**config.mk**
```make
export PLATFORM = sky130hd
export DESIGN_NAME = hppi_unit
export DESIGN_NICKNAME = d
export VERILOG_FILES = /design/src/rtl/hppi_pkg.sv /design/src/rtl/hppi_elig.sv /design/src/rtl/hppi_tree.sv /design/src/rtl/hppi_readback.sv /design/src/rtl/hppi_unit.sv
export SDC_FILE = /design/constraint.sdc
export NUM_CORES = 1
export LEC_CHECK = 0
export BUFFER_PORTS_ARGS = -buffer_cell sky130_fd_sc_hd__buf_2
export CAP_MARGIN = 15
export CORE_ASPECT_RATIO = 1.75
export CORE_MARGIN = 8
export CORE_UTILIZATION = 50
export DETAILED_ROUTE_END_ITERATION = 10
export PLACE_DENSITY = 0.84
export SYNTH_ARGS = -nofsm -noshare
export SYNTH_HDL_FRONTEND = slang
export SYNTH_HIERARCHICAL = 1
export SYNTH_SLANG_ARGS = --single-unit
```
**constraint.sdc**
```tcl
create_clock -name clk_i -period 1.4 [get_ports clk_i]
set_input_delay 0.21 -clock clk_i [delete_from_list [all_inputs] [get_ports clk_i]]
set_output_delay 0.21 -clock clk_i [all_outputs]
set_load 0.02 [all_outputs]
```
**src/rtl/hppi_pkg.sv**
```systemverilog
package hppi_pkg;
  localparam int ID_W   = 10;
  localparam int PRIO_W = 8;
  localparam int CPU_W  = 3;
  localparam int SGI_N  = 16;
  localparam int WORD_W = 32;
  localparam int ADDR_W = 12;

  localparam logic [ID_W-1:0]   ID_NONE  = 10'd1023;
  localparam logic [ID_W-1:0]   ID_ALT   = 10'd1022;
  localparam logic [ADDR_W-1:0] HPPI_OFF = 12'h018;

  typedef struct packed {
    logic              valid;
    logic [PRIO_W-1:0] prio;
    logic [ID_W-1:0]   id;
    logic              grp;
    logic [CPU_W-1:0]  cpu;
  } cand_t;

  // lo always holds the lower IDs; it keeps ties
  function automatic cand_t pick(cand_t lo, cand_t hi);
    if (lo.valid && (!hi.valid || lo.prio <= hi.prio)) return lo;
    return hi;
  endfunction
endpackage

```
**src/rtl/hppi_elig.sv**
```systemverilog
module hppi_elig
  import hppi_pkg::*;
#(
  parameter int NUM_SRC = 32
) (
  input  logic [NUM_SRC-1:0]        pend_i,
  input  logic [NUM_SRC-1:0]        en_i,
  input  logic [NUM_SRC-1:0]        grp_i,
  input  logic [NUM_SRC*PRIO_W-1:0] prio_i,
  input  logic [SGI_N*CPU_W-1:0]    sgi_cpu_i,
  input  logic [1:0]                dist_grp_en_i,
  output cand_t                     cand_o [NUM_SRC]
);
  for (genvar i = 0; i < NUM_SRC; i++) begin : g_src
    logic [CPU_W-1:0] cpu;
    if (i < SGI_N) begin : g_sgi
      assign cpu = sgi_cpu_i[i*CPU_W +: CPU_W];
    end else begin : g_oth
      assign cpu = '0;
    end
    assign cand_o[i].valid = pend_i[i] & en_i[i] & dist_grp_en_i[grp_i[i]];
    assign cand_o[i].prio  = prio_i[i*PRIO_W +: PRIO_W];
    assign cand_o[i].id    = ID_W'(i);
    assign cand_o[i].grp   = grp_i[i];
    assign cand_o[i].cpu   = cpu;
  end
endmodule

```
**src/rtl/hppi_tree.sv**
```systemverilog
module hppi_tree
  import hppi_pkg::*;
#(
  parameter int NUM_LEAF = 32
) (
  input  cand_t leaf_i [NUM_LEAF],
  output cand_t win_o
);
  localparam int LVL    = (NUM_LEAF > 1) ? $clog2(NUM_LEAF) : 0;
  localparam int LEAVES = 1 << LVL;
  localparam int NODES  = 2*LEAVES - 1;

  cand_t node [NODES];

  for (genvar i = 0; i < LEAVES; i++) begin : g_leaf
    if (i < NUM_LEAF) begin : g_real
      assign node[LEAVES-1+i] = leaf_i[i];
    end else begin : g_pad
      assign node[LEAVES-1+i] = '0;
    end
  end

  for (genvar n = 0; n < LEAVES-1; n++) begin : g_node
    assign node[n] = pick(node[2*n+1], node[2*n+2]);
  end

  assign win_o = node[0];
endmodule

```
**src/rtl/hppi_readback.sv**
```systemverilog
module hppi_readback
  import hppi_pkg::*;
(
  input  logic              clk_i,
  input  logic              rst_ni,
  input  cand_t             win_i,
  input  logic              req_i,
  input  logic              we_i,
  input  logic [ADDR_W-1:0] addr_i,
  input  logic              secure_i,
  input  logic              sec_dis_i,
  input  logic [1:0]        cpu_grp_en_i,
  output logic [WORD_W-1:0] rdata_o,
  output logic              ready_o
);
  logic              rd_hit;
  logic [ID_W-1:0]   id_sel;
  logic [CPU_W-1:0]  cpu_sel;
  logic [WORD_W-1:0] word;

  assign rd_hit = req_i & ~we_i & (addr_i == HPPI_OFF);

  always_comb begin
    id_sel  = win_i.id;
    cpu_sel = win_i.cpu;
    if (!win_i.valid || !cpu_grp_en_i[win_i.grp]) begin
      id_sel  = ID_NONE;
      cpu_sel = '0;
    end else if (!win_i.grp && !secure_i) begin
      id_sel  = ID_NONE;
      cpu_sel = '0;
    end else if (win_i.grp && (sec_dis_i || secure_i)) begin
      id_sel  = ID_ALT;
      cpu_sel = '0;
    end
    word = {{(WORD_W-ID_W-CPU_W){1'b0}}, cpu_sel, id_sel};
  end

  always_ff @(posedge clk_i or negedge rst_ni) begin
    if (!rst_ni) begin
      rdata_o <= '0;
      ready_o <= 1'b0;
    end else begin
      rdata_o <= rd_hit ? word : '0;
      ready_o <= req_i;
    end
  end

  p_hi_zero_r1: assert property (@(posedge clk_i) disable iff (!rst_ni)
    rdata_o[WORD_W-1:ID_W+CPU_W] == '0);
  p_ready_r9: assert property (@(posedge clk_i) disable iff (!rst_ni)
    req_i |=> ready_o);
  p_wr_ignored_r9: assert property (@(posedge clk_i) disable iff (!rst_ni)
    (req_i && we_i) |=> (rdata_o == '0));
  p_empty_r4: assert property (@(posedge clk_i) disable iff (!rst_ni)
    (rd_hit && !win_i.valid) |=> (rdata_o[ID_W-1:0] == ID_NONE));
  p_cpu_off_r8: assert property (@(posedge clk_i) disable iff (!rst_ni)
    (rd_hit && win_i.valid && !cpu_grp_en_i[win_i.grp]) |=> (rdata_o[ID_W-1:0] == ID_NONE));
  p_ns_grp0_r6: assert property (@(posedge clk_i) disable iff (!rst_ni)
    (rd_hit && win_i.valid && !win_i.grp && cpu_grp_en_i[0] && !secure_i)
    |=> (rdata_o[ID_W-1:0] == ID_NONE));
  p_grp1_alt_r7: assert property (@(posedge clk_i) disable iff (!rst_ni)
    (rd_hit && win_i.valid && win_i.grp && cpu_grp_en_i[1] && (sec_dis_i || secure_i))
    |=> (rdata_o[ID_W-1:0] == ID_ALT));
endmodule

```
**src/rtl/hppi_unit.sv**
```systemverilog
module hppi_unit
  import hppi_pkg::*;
#(
  parameter int NUM_SRC = 32
) (
  input  logic                      clk_i,
  input  logic                      rst_ni,
  input  logic [NUM_SRC-1:0]        pend_i,
  input  logic [NUM_SRC-1:0]        en_i,
  input  logic [NUM_SRC-1:0]        grp_i,
  input  logic [NUM_SRC*PRIO_W-1:0] prio_i,
  input  logic [SGI_N*CPU_W-1:0]    sgi_cpu_i,
  input  logic [1:0]                dist_grp_en_i,
  input  logic [1:0]                cpu_grp_en_i,
  input  logic                      sec_dis_i,
  input  logic                      req_i,
  input  logic                      we_i,
  input  logic [ADDR_W-1:0]         addr_i,
  input  logic                      secure_i,
  output logic [WORD_W-1:0]         rdata_o,
  output logic                      ready_o
);
  cand_t cand [NUM_SRC];
  cand_t win_d, win_q;

  hppi_elig #(.NUM_SRC(NUM_SRC)) u_elig (
    .pend_i       (pend_i),
    .en_i         (en_i),
    .grp_i        (grp_i),
    .prio_i       (prio_i),
    .sgi_cpu_i    (sgi_cpu_i),
    .dist_grp_en_i(dist_grp_en_i),
    .cand_o       (cand)
  );

  hppi_tree #(.NUM_LEAF(NUM_SRC)) u_tree (
    .leaf_i(cand),
    .win_o (win_d)
  );

  always_ff @(posedge clk_i or negedge rst_ni) begin
    if (!rst_ni) win_q <= '0;
    else         win_q <= win_d;
  end

  hppi_readback u_rb (
    .clk_i       (clk_i),
    .rst_ni      (rst_ni),
    .win_i       (win_q),
    .req_i       (req_i),
    .we_i        (we_i),
    .addr_i      (addr_i),
    .secure_i    (secure_i),
    .sec_dis_i   (sec_dis_i),
    .cpu_grp_en_i(cpu_grp_en_i),
    .rdata_o     (rdata_o),
    .ready_o     (ready_o)
  );

  // winner must have been pending and enabled one edge earlier
  logic [NUM_SRC-1:0] pe_q;
  logic               win_ok;
  always_ff @(posedge clk_i or negedge rst_ni) begin
    if (!rst_ni) pe_q <= '0;
    else         pe_q <= pend_i & en_i;
  end
  always_comb begin
    win_ok = 1'b0;
    for (int i = 0; i < NUM_SRC; i++)
      if (win_q.id == ID_W'(i)) win_ok = pe_q[i];
  end

  p_win_elig_r5: assert property (@(posedge clk_i) disable iff (!rst_ni)
    win_q.valid |-> win_ok);
  p_win_id_range_r1: assert property (@(posedge clk_i) disable iff (!rst_ni)
    win_q.valid |-> (32'(win_q.id) < NUM_SRC));
endmodule

```
* Word-level counts from Yosys, hierarchy flattened *
Cells that the tools add are included.

operators by class
  magnitude comparators = 64
  equal/unequal tests = 1
  multiplexer cells = 166
  bitwise logic cells = 67
  reductions and logical operators = 101

operator list
  cell                 count
  $mux 23              62
  $le 8x8->1           31
  $mux 1               97
  $and 1x1->1          66
  $lt 1x2->1 const B   33
  $logic_not 1->1      35
  $logic_and 1x1->1    33
  $logic_or 1x1->1     33
  $mux 10              3
  $mux 13              1
  $eq 12x5->1 const B  1
  $mux 3               3
  $not 1->1            1

storage, ports and cells
  register bits = 48
  input port bits = 422
  output and inout bits = 33
  word-level logic and storage cells = 405

* Longest topological paths before layout *
  depth in word-level cells = 28
  depth in mapped cells = 49
  depth with buffers taken out = 41

* Hierarchy *
The synthesis kept the hierarchy.

by module, submodules not included
  module         instances  cells an instance  area an instance (um2)
  hppi_tree      1          2453               16609.7
  hppi_elig      1          808                5909.4
  hppi_readback  1          64                 718.2
  hppi_unit      1          23                 575.6

* Least setup slack after synthesis *
OpenSTA, ideal clock, no wires.

  kind = input port to flip-flop
  start = input prio_i[9]
  end = register win_q[4] in the netlist's numbering
  setup time = 0.134 ns
  arrival = 8.725 ns
  path slack = -7.459 ns
  stages on the path = 45
  path buffers = 7
  cells stage by stage = buf_4 inv_1 ha_1 nor2b_1 o211ai_1 a21oi_1 o21ai_1 clkbuf_1 mux2i_1 inv_1 ha_1 nand4_1 nor2_1 nor2_1 a221oi_1 clkbuf_1 buf_1 mux2i_1 [9 not listed] nand3_1 o21bai_1 a31oi_1 o211ai_1 nand2_1 clkbuf_1 a21oi_1 ha_1 nand3_1 o21ba_2 a211oi_1 o2bb2ai_2 and3_1 buf_2 and2_1 clkbuf_1 a32oi_1 nand4_1

RTL lines
  element               line             RTL
  start, declared       hppi_unit.sv:11  input logic [NUM_SRC*PRIO_W-1:0] prio_i,
  end signal, assigned  hppi_unit.sv:43  else win_q <= win_d;
  end, declared         hppi_unit.sv:24  cand_t win_d, win_q;

==> key figures <==
Outcome
  – Status: complete, but fails checks
  – Violated checks: setup timing

STA
  – Hold Vio Cnt, Final: 0
  – Setup tns final: -105,280 ps
  – Final setup viols: 15
  – Worst-Margin Slew: 961.2 ps
  – Slack of the critical path: -7479 ps
  – Rel. slew slack: 0.3553
  – Slew Limit Fails: 0
  – Maximum clock rate: 0.1126 GHz
  – RSZ-0062 raised after global routing: true
  – Minimum clock period: 8879 ps
  – Period utilisation layout: 6.342
  – Setup Skew: 13.75 ps

Synthesis
  – Synthesized cell area: 23,360 um2
  – Mean Syn Cell Area: 7.088 um2
  – YS warnings: 6
  – Cells after Synth: 3,296

Global routing
  – Initial antenna violation count: 8
  – GR Layer Usage met1: 0.2859
  – Most Crowded Layer GR: met2
  – Largest net degree at the start of global routing: 31
  – Number of global-route vias before repair: 26,080
  – Overall routing resource usage: 0.2957
  – Grt ovf: 0
  – GR Util met2: 0.5503
  – Met3 Use GR: 0.04610
  – Global-route wire length before repair: 128.5 mm

Placed design
  – IO Port Bufs: 435
  – Placed Instances: 4,552
  – HPWL Detailed: 68.91 mm
  – GPL Wtd Cong: 1.025
  – Post-Place Worst Slack: -7927 ps

Route
  – Total number of vias: 26,110
  – Antenna viol nets, final: 0
  – DRT Wirelength: 88.08 mm
  – First-pass DRT Iterations: 5
  – DRT iter0 DRCs: 1,521
  – DR WL/cell: 19.05 um
  – Post-route DRC violation count: 0
  – Vias per cell: 5.649

Floorplan
  – # IOs: 455
  – Die Span Y: 301.9 um
  – Die width: 179.4 um
  – Core Box Area: 46,510 um2
  – Starting density of the core: 0.5023
  – Rows: 105
  – Die ar.: 54,170 um2

Finish
  – Final non-filler cell total: 4,623
  – # fillers: 3,753
  – Layout Utilization: 0.6483
  – Layout cells sized above 1: 0.3991
  – Layout area overhead: 29.06%
  – Final net count: 4,698

Hold path
  – Worst Hold Class: input port to flip-flop
  – Hold Startpoint: req_i

CTS
  – Clock Tree Root: clkbuf_16
  – H-Tree Depth: 2
  – Skew-Pair Late Insertion Delay: 290 ps
  – Num CTS Buffers: 5
  – Clock slew at reported path FFs: 60 ps
  – CTS tree: built
  – CTS Sinks: 29
  – Clock Path Buffers: 2

Setup path
  – Reg-to-Reg End: u_rb/rdata_o[9]
  – Worst Setup EP: win_q[1]
  – Worst setup path startpoint: dist_grp_en_i[1]
  – Worst-path maximum fanout: 15
  – FF-to-FF setup slack: 110 ps
  – Worst setup SP type: input port
  – Crit-path max cell delay: 460 ps
  – Slowest CP cell: or3b_4
  – Critical path arrival: 9090 ps
  – Critical path depth: 48
  – Crit path max-delay family: simple AND/OR/NAND/NOR gates
  – WS Path Type: input port to flip-flop
  – WP data required: 1610 ps
  – Crit. End Element: flip-flop
  – Worst R2R Start: win_q[3]
  – R2R cell count: 4
  – CP bufs+invs: 13

Power
  – Overall power: 0.02108 W
  – PD cells: 699.2 nW/um2
  – LEAKAGE: 15.54 nW
  – Peak supply drop: 0.6462 mV

Job
  – Max_cap viols: 0
-- worst min-delay path by stage --
stage | cells after the start | end | slack (ps)
3_5_place_dp | 2 | u_rb/rdata_o[0] | 260
2_1_floorplan | 0 | u_rb/rdata_o[0] | -90
4_1_cts | 1 | u_rb/ready_o | 40
5_1_grt | 1 | u_rb/ready_o | 30
6_report | 1 | u_rb/ready_o | 30
3_3_place_gp | 2 | u_rb/rdata_o[11] | 250
-- per-layer routing --
layer | wire, um | vias up
li1 | - | 12350
met1 | 29700 | 11980
met2 | 44120 | 1310
met3 | 6328 | 481
met4 | 7926 | 0
met5 | 0 | -
-- stage by stage --
| stage | hold slack, ps | cell area, um2 |
|---|---|---|
| after floorplan | -85.59 | 25460 |
| after global placement | 249.6 | 27990 |
| after detailed placement | 259.4 | 27990 |
| after CTS | 40.39 | 29120 |
| after global routing | 32.48 | 30150 |
| final | 34.85 | 30150 |
-- timing repair --
item	CTS	global route
buffers inserted	19	32
hold buffers	1	0
resized for setup	148	141
setup endpoints to repair	15	15
pin swaps	53	74
cloned	3	2
hold endpoints to repair	29	0
-- registers in the layout, indices dropped and copies added (netlist names) --
signal / cells
u_rb/rdata_o: 13
u_rb/ready_o: 1
win_q: 15
-- power by group --
part / total, W / leakage, nW / internal (W) / switching [W]
clock network: 0.00106 / 0.0707 / 0.000652 / 0.000406
logic: 0.0188 / 15.1 / 0.00913 / 0.00969
registers: 0.00120 / 0.372 / 0.00108 / 0.000116
-- cells in the final DEF (no fill, tap or decap), types with 65 or more instances in the layout --
cell type and instances:
nor3_1 81, nand3_1 65, inv_1 219, buf_4 753
nand4_1 96, nor2_1 74, o211ai_1 94, ha_1 219
nand2_1 227, buf_2 435, a21oi_1 179, conb_1 387
mux2i_1 163
-- worst register-to-register path, delay by kind of cell, from the launching register on --
| kind | cells | cell delay [ps] |
|---|---|---|
| buffers and inverters | 1 | 160 |
| AND/OR/NAND/NOR | 1 | 260 |
| AO/OA/AOI/OAI | 2 | 380 |
| flip-flops | 1 | 420 |
-- layout make-up --
type / count / area, um2 / share of cell area
Antenna cell: 6 / 15.01 / 0.0004980
Timing Repair Buffer: 1243 / 8692 / 0.2883
Clock inverter: 2 / 10.01 / 0.0003320
Tap cell: 588 / 735.7 / 0.02440
Multi-Input combinational cell: 2521 / 18990 / 0.6297
Inverter: 228 / 855.8 / 0.02839
Clock buffer: 6 / 128.9 / 0.004275
Sequential cell: 29 / 725.7 / 0.02407
Power figures use the tool's default switching activity.
